--- src/rtl/sysctl_pkg.sv ---
package sysctl_pkg;
  localparam int PORT_ADDR_W = 16;
  localparam int PORT_DATA_W = 8;

  localparam logic [PORT_ADDR_W-1:0] A_SPECIAL = 16'h0092;
  localparam logic [PORT_ADDR_W-1:0] A_EQUIP   = 16'h080C;
  localparam logic [PORT_ADDR_W-1:0] A_LOCK0   = 16'h0810;
  localparam logic [PORT_ADDR_W-1:0] A_LOCK1   = 16'h0812;
  localparam logic [PORT_ADDR_W-1:0] A_KEYSW   = 16'h0818;
  localparam logic [PORT_ADDR_W-1:0] A_CTRL    = 16'h081C;
  localparam logic [PORT_ADDR_W-1:0] A_L2STAT  = 16'h0823;
  localparam logic [PORT_ADDR_W-1:0] A_IOMAP   = 16'h0850;

  localparam logic [PORT_DATA_W-1:0] V_SPECIAL = 8'h40;
  localparam logic [PORT_DATA_W-1:0] V_EQUIP   = 8'hFC;
  localparam logic [PORT_DATA_W-1:0] V_KEYSW   = 8'h00;
  localparam logic [PORT_DATA_W-1:0] V_L2STAT  = 8'h03;
  localparam logic [PORT_DATA_W-1:0] V_IOMAP   = 8'h00;
  localparam logic [PORT_DATA_W-1:0] V_MISS    = 8'hFF;

  localparam int LOCK_BITS = 2;

  typedef struct packed {
    logic special;
    logic equip;
    logic keysw;
    logic ctrl;
    logic l2stat;
    logic iomap;
  } rd_sel_t;

  typedef struct packed {
    logic                 special;
    logic                 ctrl;
    logic                 iomap;
    logic [LOCK_BITS-1:0] lock;
  } wr_sel_t;
endpackage

--- src/rtl/sysctl_decode.sv ---
module sysctl_decode
  import sysctl_pkg::*;
#(
  parameter int ADDR_W = PORT_ADDR_W
) (
  input  logic [ADDR_W-1:0] addr,
  output rd_sel_t           rsel,
  output wr_sel_t           wsel
);
  localparam logic [ADDR_W-1:0] LOCK_ADDR [LOCK_BITS] = '{A_LOCK0, A_LOCK1};

  always_comb begin
    rsel.special = (addr == A_SPECIAL);
    rsel.equip   = (addr == A_EQUIP);
    rsel.keysw   = (addr == A_KEYSW);
    rsel.ctrl    = (addr == A_CTRL);
    rsel.l2stat  = (addr == A_L2STAT);
    rsel.iomap   = (addr == A_IOMAP);
  end

  assign wsel.special = (addr == A_SPECIAL);
  assign wsel.ctrl    = (addr == A_CTRL);
  assign wsel.iomap   = (addr == A_IOMAP);

  for (genvar gi = 0; gi < LOCK_BITS; gi++) begin : g_lock_dec
    assign wsel.lock[gi] = (addr == LOCK_ADDR[gi]);
  end
endmodule

--- src/rtl/sysctl_regs.sv ---
module sysctl_regs
  import sysctl_pkg::*;
#(
  parameter int DATA_W = PORT_DATA_W,
  parameter int NLOCK  = LOCK_BITS
) (
  input  logic              clk,
  input  logic              rst_n,
  input  logic              wr_en,
  input  logic [DATA_W-1:0] wr_data,
  input  logic              sel_ctrl,
  input  logic [NLOCK-1:0]  sel_lock,
  output logic [DATA_W-1:0] ctrl_q,
  output logic [NLOCK-1:0]  lock_q
);
  always_ff @(posedge clk or negedge rst_n) begin
    if (!rst_n)                ctrl_q <= '0;
    else if (wr_en && sel_ctrl) ctrl_q <= wr_data;
  end

  for (genvar gi = 0; gi < NLOCK; gi++) begin : g_lock
    always_ff @(posedge clk or negedge rst_n) begin
      if (!rst_n)                    lock_q[gi] <= 1'b0;
      else if (wr_en && sel_lock[gi]) lock_q[gi] <= ~lock_q[gi];
    end


    lock_flip_chk: assert property (@(posedge clk) disable iff (!rst_n)
      (wr_en && sel_lock[gi]) |=> (lock_q[gi] != $past(lock_q[gi])));


    lock_hold_chk: assert property (@(posedge clk) disable iff (!rst_n)
      !(wr_en && sel_lock[gi]) |=> $stable(lock_q[gi]));
  end


  ctrl_hold_chk: assert property (@(posedge clk) disable iff (!rst_n)
    !(wr_en && sel_ctrl) |=> $stable(ctrl_q));
endmodule

--- src/rtl/sysctl_reqgen.sv ---
module sysctl_reqgen (
  input  logic       clk,
  input  logic       rst_n,
  input  logic       wr_en,
  input  logic [1:0] top_bits,
  input  logic       sel_special,
  input  logic       sel_iomap,
  output logic       srst_q,
  output logic       le_q,
  output logic       iomap_q
);
  always_ff @(posedge clk or negedge rst_n) begin
    if (!rst_n) begin
      srst_q  <= 1'b0;
      le_q    <= 1'b0;
      iomap_q <= 1'b0;
    end else begin
      srst_q  <= wr_en && sel_special && top_bits[1];
      le_q    <= wr_en && sel_special && top_bits[0];
      iomap_q <= wr_en && sel_iomap && top_bits[1];
    end
  end


  srst_cause_chk: assert property (@(posedge clk) disable iff (!rst_n)
    srst_q |-> $past(wr_en));


  le_cause_chk: assert property (@(posedge clk) disable iff (!rst_n)
    le_q |-> $past(wr_en));


  iomap_fire_chk: assert property (@(posedge clk) disable iff (!rst_n)
    (wr_en && sel_iomap && top_bits[1]) |=> iomap_q);


  no_write_quiet_chk: assert property (@(posedge clk) disable iff (!rst_n)
    !wr_en |=> !(srst_q || le_q || iomap_q));
endmodule

--- src/rtl/sysctl_readmux.sv ---
module sysctl_readmux
  import sysctl_pkg::*;
#(
  parameter int DATA_W = PORT_DATA_W
) (
  input  logic              clk,
  input  logic              rst_n,
  input  logic              rd_en,
  input  rd_sel_t           rsel,
  input  logic [DATA_W-1:0] ctrl_q,
  output logic [DATA_W-1:0] rd_data,
  output logic              rd_ack
);
  logic [DATA_W-1:0] rd_next;
  logic              hit;

  assign hit = |rsel;

  always_comb begin
    rd_next = V_MISS;
    if (rsel.special)     rd_next = V_SPECIAL;
    else if (rsel.equip)  rd_next = V_EQUIP;
    else if (rsel.keysw)  rd_next = V_KEYSW;
    else if (rsel.ctrl)   rd_next = ctrl_q;
    else if (rsel.l2stat) rd_next = V_L2STAT;
    else if (rsel.iomap)  rd_next = V_IOMAP;
  end

  always_ff @(posedge clk or negedge rst_n) begin
    if (!rst_n) begin
      rd_data <= '0;
      rd_ack  <= 1'b0;
    end else begin
      rd_ack <= rd_en;
      if (rd_en) rd_data <= rd_next;
    end
  end


  ack_follow_chk: assert property (@(posedge clk) disable iff (!rst_n)
    rd_en |=> rd_ack);


  ack_drop_chk: assert property (@(posedge clk) disable iff (!rst_n)
    !rd_en |=> !rd_ack);


  data_hold_chk: assert property (@(posedge clk) disable iff (!rst_n)
    !rd_en |=> $stable(rd_data));


  miss_ff_chk: assert property (@(posedge clk) disable iff (!rst_n)
    (rd_en && !hit) |=> (rd_data == V_MISS));


  old_ctrl_chk: assert property (@(posedge clk) disable iff (!rst_n)
    (rd_en && rsel.ctrl) |=> (rd_data == $past(ctrl_q)));

  sel_unique_chk: assert property (@(posedge clk) disable iff (!rst_n)
    $onehot0(rsel));
endmodule

--- src/rtl/sysctl_port_block.sv ---
module sysctl_port_block
  import sysctl_pkg::*;
#(
  parameter int ADDR_W = PORT_ADDR_W,
  parameter int DATA_W = PORT_DATA_W
) (
  input  logic              clk,
  input  logic              rst_n,
  input  logic              rd_en,
  input  logic              wr_en,
  input  logic [ADDR_W-1:0] addr,
  input  logic [DATA_W-1:0] wr_data,
  output logic [DATA_W-1:0] rd_data,
  output logic              rd_ack,
  output logic [DATA_W-1:0] ctrl_byte,
  output logic [3:0]        cache_en,
  output logic [1:0]        lock_state,
  output logic              soft_reset_req,
  output logic              little_endian_req,
  output logic              iomap_unsupported
);
  localparam int TOP = DATA_W - 1;

  rd_sel_t           rsel;
  wr_sel_t           wsel;
  logic [DATA_W-1:0] ctrl_q;
  logic [LOCK_BITS-1:0] lock_q;

  sysctl_decode #(.ADDR_W(ADDR_W)) u_dec (
    .addr (addr),
    .rsel (rsel),
    .wsel (wsel)
  );

  sysctl_regs #(.DATA_W(DATA_W), .NLOCK(LOCK_BITS)) u_regs (
    .clk      (clk),
    .rst_n    (rst_n),
    .wr_en    (wr_en),
    .wr_data  (wr_data),
    .sel_ctrl (wsel.ctrl),
    .sel_lock (wsel.lock),
    .ctrl_q   (ctrl_q),
    .lock_q   (lock_q)
  );

  sysctl_reqgen u_req (
    .clk         (clk),
    .rst_n       (rst_n),
    .wr_en       (wr_en),
    .top_bits    (wr_data[TOP -: 2]),
    .sel_special (wsel.special),
    .sel_iomap   (wsel.iomap),
    .srst_q      (soft_reset_req),
    .le_q        (little_endian_req),
    .iomap_q     (iomap_unsupported)
  );

  sysctl_readmux #(.DATA_W(DATA_W)) u_rd (
    .clk     (clk),
    .rst_n   (rst_n),
    .rd_en   (rd_en),
    .rsel    (rsel),
    .ctrl_q  (ctrl_q),
    .rd_data (rd_data),
    .rd_ack  (rd_ack)
  );

  assign ctrl_byte  = ctrl_q;
  assign lock_state = lock_q;
  assign cache_en   = {ctrl_q[TOP], ctrl_q[TOP-1], ctrl_q[1], ctrl_q[0]};
endmodule

--- config.mk ---
export PLATFORM = sky130hd
export DESIGN_NAME = sysctl_port_block
export DESIGN_NICKNAME = d
export VERILOG_FILES = /design/src/rtl/sysctl_pkg.sv /design/src/rtl/sysctl_decode.sv /design/src/rtl/sysctl_regs.sv /design/src/rtl/sysctl_reqgen.sv /design/src/rtl/sysctl_readmux.sv /design/src/rtl/sysctl_port_block.sv
export SDC_FILE = /design/constraint.sdc
export NUM_CORES = 1
export LEC_CHECK = 0
export ABC_AREA = 0
export BUFFER_PORTS_ARGS = -buffer_cell sky130_fd_sc_hd__buf_4
export CAP_MARGIN = 5
export CORE_MARGIN = 2
export CORE_UTILIZATION = 45
export CTS_BUF_LIST = sky130_fd_sc_hd__clkbuf_16
export DETAILED_ROUTE_END_ITERATION = 10
export PLACE_DENSITY_LB_ADDON = 0.3
export SETUP_SLACK_MARGIN = 0.1
export SYNTH_ARGS = -nofsm -noshare
export SYNTH_HDL_FRONTEND = slang
export SYNTH_SLANG_ARGS = --single-unit
--- constraint.sdc ---
create_clock -name clk -period 1.2 [get_ports clk]
set_input_delay 0.06 -clock clk [delete_from_list [all_inputs] [get_ports clk]]
set_output_delay 0.06 -clock clk [all_outputs]
set_load 0.1 [all_outputs]
### Yosys cells after proc, flatten, opt, wreduce, memory -nomap -nowiden

Cells that the tools add are included.

| storage, ports and cells | value |
|---|---|
| flip-flop bits (word level) | 22 |
| input bits | 28 |
| output and inout bits | 26 |
| logic and storage cells | 32 |

| operators by class | value |
|---|---|
| eq/ne operators | 8 |
| bitwise logic cells | 2 |
| multiplexer cells | 6 |
| reductions and logical operators | 8 |

Operators by type and width:

| kind | number |
|---|---|
| 16-bit by 12-bit equality test with 1-bit output, second input constant | 7 |
| 8-bit 2-to-1 mux | 6 |
| 16-bit by 8-bit equality test with 1-bit output, second input constant | 1 |
| 1-bit logical AND | 8 |
| 1-bit inverter | 2 |

### Depth between registers and ports, before layout

| depth | value |
|---|---|
| depth in word-level cells | 7 |
| gate-level depth with buffers | 5 |
| mapped depth without buffers | 4 |

### Hierarchy

A second synthesis with hierarchy kept.

| unflattened totals | value |
|---|---|
| cells, all modules | 100 |
| area total of the unflattened synthesis | 1142.3 µm² |

By module, submodules not included:

| module | instances | area each (µm²) | cells an instance | sequential area each (µm²) |
|---|---|---|---|---|
| sysctl_readmux | 1 | 452.9 | 42 | 225.2 |
| sysctl_regs | 1 | 376.6 | 23 | 250.2 |
| sysctl_decode | 1 | 188.9 | 25 | 0.0 |
| sysctl_reqgen | 1 | 93.8 | 6 | 75.1 |
| sysctl_port_block | 1 | 30.0 | 4 | 0.0 |

### Least setup slack after synthesis

No wires, ideal clock.

| timing path | value |
|---|---|
| path kind | flip-flop to flip-flop |
| start point | register u_regs.ctrl_q[0] |
| end point | register u_rd.rd_data[0] |
| arrival | 1.407 ns |
| path buffers | 0 |
| slack | -0.308 ns |
| stages on the path, launching flop included | 4 |
| clock period less this slack | 1.508 ns |
| required time | 1.099 ns |
| library setup time | 0.101 ns |
| path through | dfrtp_1 and2_1 o21ai_0 o32ai_1 |

| between the ends | value |
|---|---|
| word-level cells in the longest chain between the ends | 4 |

RTL lines:

| item | RTL line | text |
|---|---|---|
| start: declaration | sysctl_regs.sv:13 | `output logic [DATA_W-1:0] ctrl_q,` |
| start signal: assignment | sysctl_regs.sv:18 | `else if (wr_en && sel_ctrl) ctrl_q <= wr_data;` |
| 8-bit 2-to-1 mux | sysctl_readmux.sv:24 | `else if (rsel.ctrl) rd_next = ctrl_q;` |
| 8-bit 2-to-1 mux | sysctl_readmux.sv:23 | `else if (rsel.keysw) rd_next = V_KEYSW;` |
| 8-bit 2-to-1 mux | sysctl_readmux.sv:22 | `else if (rsel.equip) rd_next = V_EQUIP;` |
| 8-bit 2-to-1 mux | sysctl_readmux.sv:21 | `if (rsel.special) rd_next = V_SPECIAL;` |
| end signal: assignment | sysctl_readmux.sv:35 | `if (rd_en) rd_data <= rd_next;` |
| end: declaration | sysctl_readmux.sv:11 | `output logic [DATA_W-1:0] rd_data,` |

No other way between the ends.
A chain may end at the register's enable or synchronous reset.

### Worst setup path in the final report

| timing path | value |
|---|---|
| start point | input port addr[5] |
| end point | register u_regs.ctrl_q[6] |

| between the ends | value |
|---|---|
| word-level cells in the longest chain between the ends | 2 |

RTL lines:

| item | RTL line | text |
|---|---|---|
| start: declaration | sysctl_port_block.sv:11 | `input logic [ADDR_W-1:0] addr,` |
| 16-bit by 12-bit equality test with 1-bit output | sysctl_decode.sv:22 | `assign wsel.ctrl = (addr == A_CTRL);` |
| 1-bit logical AND | sysctl_regs.sv:18 |  |

No other way between the ends.

==> run_results.csv <==
group,metric,value,unit
cts,clockBufferDepth,2,
synth,synth_top_family_by_area,"simple AND/OR/NAND/NOR gates",
grt,track_usage,0.245,
sta,fin_skew,0.00349,ns
synth,ys_types,32,
cts,cts_buffers,3,
setup_path,cp_num_cells,6,
finish,num_antenna_cells,0,
die,coreArea,0.00250,mm2
cts,cts_tree,"done",
sta,maxSlewViolCount,0,
sta,slew_headroom,0.758,
sta,worstMarginPinSlew,0.363,ns
cts,cts_max_level,1,
finish,nFillCells,144,
setup_path,cp_slowest_cell,"mux2_4",
finish,stdcell_count,207,
cts,insertion_delay,0.26,ns
setup_path,reg2regPathDepth,3,
synth,yosys_warnings,0,
setup_path,worstPathCellList,"buf_8 -> nor4b_4 -> buf_4 -> nand4_4 -> nor2_8 -> mux2_4",
die,fp.dieW,55.6,um
route,firstDrtPassIters,4,
synth,synth_edf_count,0,
synth,synth_xor_area_frac,0.0146,
die,die_h,55.6,um
flow_run,drv_cap,0,
setup_path,max_stage_delay,0.32,ns
setup_path,cpLargestDelayFamily,"simple AND/OR/NAND/NOR gates",
setup_path,crit_type,"primary input to register",
route,wl_per_cell,17.2,um
min_path,hp-class,"primary input to register",
grt,overflow,0,
finish,syn_to_final_growth,65.9,%
synth,synth_largest_area_cell,"dfrtp_1",
grt,grt_max_degree,23,
sta,rsz0062_at_grt,"yes",
synth,synth_area_leaders,"dfrtp_1 (46%), mux2_4 (10%), and2_1 (4.2%), o21ai_0 (2.9%), o22ai_1 (2.6%)",
setup_path,crit_buf_inv,2,
synth,synth_most_common_cell,"dfrtp_1",
setup_path,critPathLaunchType,"primary input",
synth,synthArstFlopShare,1.00,
status,status,"completed",
sta,finalHoldViolations,0,
synth,synthFlopType,"dfrtp_1",
route,post-route-drc-count,0,
cts,clkTransAtPathRegs,0.06,ns
synth,synth_fa_ha_area_frac,0,
setup_path,r2r-end,"u_rd.rd_data[6]",
synth,synth_cells,105,
setup_path,arrival,1.29,ns
grt,grt_pass1_vias,1215,
cts,cts_root_buf,"clkbuf_16",
placement,io_buffers,53,
route,drtIter0Drc,23,
synth,synth.avg_cell_area,11.4,um2
synth,synth_compound_area_frac,0.107,
setup_path,critPathRequiredTime,1.34,ns
die,die_area,0.00309,mm2
die,start_util,0.478,
route,drt.antenna.violating_nets,0,
placement,gp_routability_congestion,0.807,
power_and_ir_drop,power_density,1080,mW/mm2
finish,fin_nets,206,
setup_path,crit_fanout,8,
power_and_ir_drop,p_leak,0.975,nW
synth,netlist.area_leader.share,0.460,
sta,fin_crit,1.15,ns
die,pin_count,54,
power_and_ir_drop,ir_drop,1.01,mV
synth,ys_seq_area_frac,0.460,
route,vias,1152,
synth,synth-simple-area-share,0.258,
grt,antenna_found_initial,0,
route,vias_per_cell,5.57,
setup_path,crit_start,"addr[5]",
setup_path,cp-end-kind,"register",
sta,timing.fmax,0.870,GHz
sta,finalSetupViolCount,0,
setup_path,crit_end,"u_regs.ctrl_q[6]",
synth,syn_area,0.00120,mm2
sta,fin_crit_sh,0.958,
placement,placed_cells,197,
setup_path,r2r_setup_slack,0.07,ns
synth,synthTopCellsByCount,"dfrtp_1 (22), and2_1 (8), inv_1 (8), mux2_4 (8), o21ai_0 (7)",
synth,syn-num-nets,133,
finish,drive_gt1_frac,0.661,
synth,synth_seq_cells,22,
synth,synthMuxAreaShare,0.100,
grt,grt_pass1_wl,5840,um
finish,postLayoutCoreUtil,0.794,
setup_path,r2r-start,"u_regs.ctrl_q[6]",
die,rows,18,
cts,cts_sinks,22,
route,wl,3570,um
placement,dp_hpwl,2380,um
per-stage QoR:
stage / total power, W / cell area, um2 / setup TNS, ns / hold WS [ns] / setup WS, ns
floorplan: 0.000983 / 1240 / -1.05 / -0.236 / -0.123
global placement: 0.00115 / 1740 / -3.75 / -0.0456 / -0.256
detailed placement: 0.00116 / 1740 / -4.51 / -0.0358 / -0.310
CTS: 0.00213 / 1960 / 0 / 0.0246 / 0.0575
global route: 0.00219 / 1980 / -0.0206 / 0.0296 / -0.0182
finish: 0.00214 / 1980 / 0 / 0.0252 / 0.0504
worst min-delay path by stage:
| stage | from | endpoint | slack [ns] | cells after the start |
|---|---|---|---|---|
| global placement | rst_n | u_req.srst_q | -0.05 | 1 |
| detailed placement | rst_n | u_req.srst_q | -0.04 | 1 |
| finish | wr_data[1] | u_regs.ctrl_q[1] | 0.03 | 2 |
| global route | wr_data[1] | u_regs.ctrl_q[1] | 0.03 | 2 |
| CTS | rd_en | u_rd.rd_ack | 0.02 | 1 |
| floorplan | rst_n | u_rd.rd_ack | -0.24 | 0 |
repair_timing:
action | CTS | global route
pin swaps | 7 | 4
hold buffers | 1 | 0
cloned | 0 | 0
endpoints found under the hold margin | 22 | 0
resized for setup | 13 | 6
setup endpoints to repair | 18 | 19
buffers inserted | 5 | 0
per-layer routing:
metal  vias up  GRT usage  wire, um
li1        518          -         -
met1       563      0.291      1370
met5         -          0         0
met4         0     0.0906        80
met2        58      0.437      1910
met3        13     0.0468       201
cell usage in the layout, fill, tap and decap left out, drive strengths merged, types with 4 or more instances in the layout:
| cell | netlist | final |
|---|---|---|
| o21ai | 7 | 7 |
| mux2 | 8 | 8 |
| dfrtp | 22 | 22 |
| nor2 | 6 | 6 |
| buf | 4 | 74 |
| o32ai | 4 | 4 |
| and2 | 8 | 8 |
| nor3 | 4 | 4 |
| o22ai | 5 | 5 |
| inv | 8 | 8 |
| nand4 | 5 | 5 |
worst reg2reg max path: cells and delay by family (launching register included):
kind,cells,cell delay [ns]
flip-flops,1,0.49
AO/OA/AOI/OAI,2,0.35
AND/OR/NAND/NOR,1,0.16
logic make-up after synthesis:
kind of cell              Yosys count
and+or+nand+nor                    39
xor gates and xnor gates            2
muxes                               8
AOI/OAI and AO/OA                  19
buffers and inverters              15
DFF                                22
flip-flops by register name, summed over array words and instances, names as in the netlist:
register / count
u_regs.ctrl_q: 8
u_rd.rd_data: 8
u_req.le_q: 1
u_rd.rd_ack: 1
u_regs.lock_q: 2
u_req.iomap_q: 1
u_req.srst_q: 1
layout make-up:
class / count / area [um2] / share of cell area
clock buffers: 3 / 75.1 / 0.0378
clock inverters: 1 / 30.0 / 0.0151
inverters: 8 / 30.0 / 0.0151
multi-input cells: 68 / 644 / 0.325
flip-flops and latches: 22 / 579 / 0.292
well taps: 30 / 37.5 / 0.0189
repair buffers: 75 / 588 / 0.296
report_power, final:
| group | leakage [nW] | total (W) | internal, W | switching (W) |
|---|---|---|---|---|
| Clock | 0.0511 | 0.000955 | 0.000663 | 0.000292 |
| Combinational | 0.668 | 0.000418 | 0.000158 | 0.000261 |
| Sequential | 0.255 | 0.000770 | 0.000761 | 0.00000892 |
| Total | 0.975 | 0.00214 | 0.00158 | 0.000561 |
(Power assumes the default switching activity.)
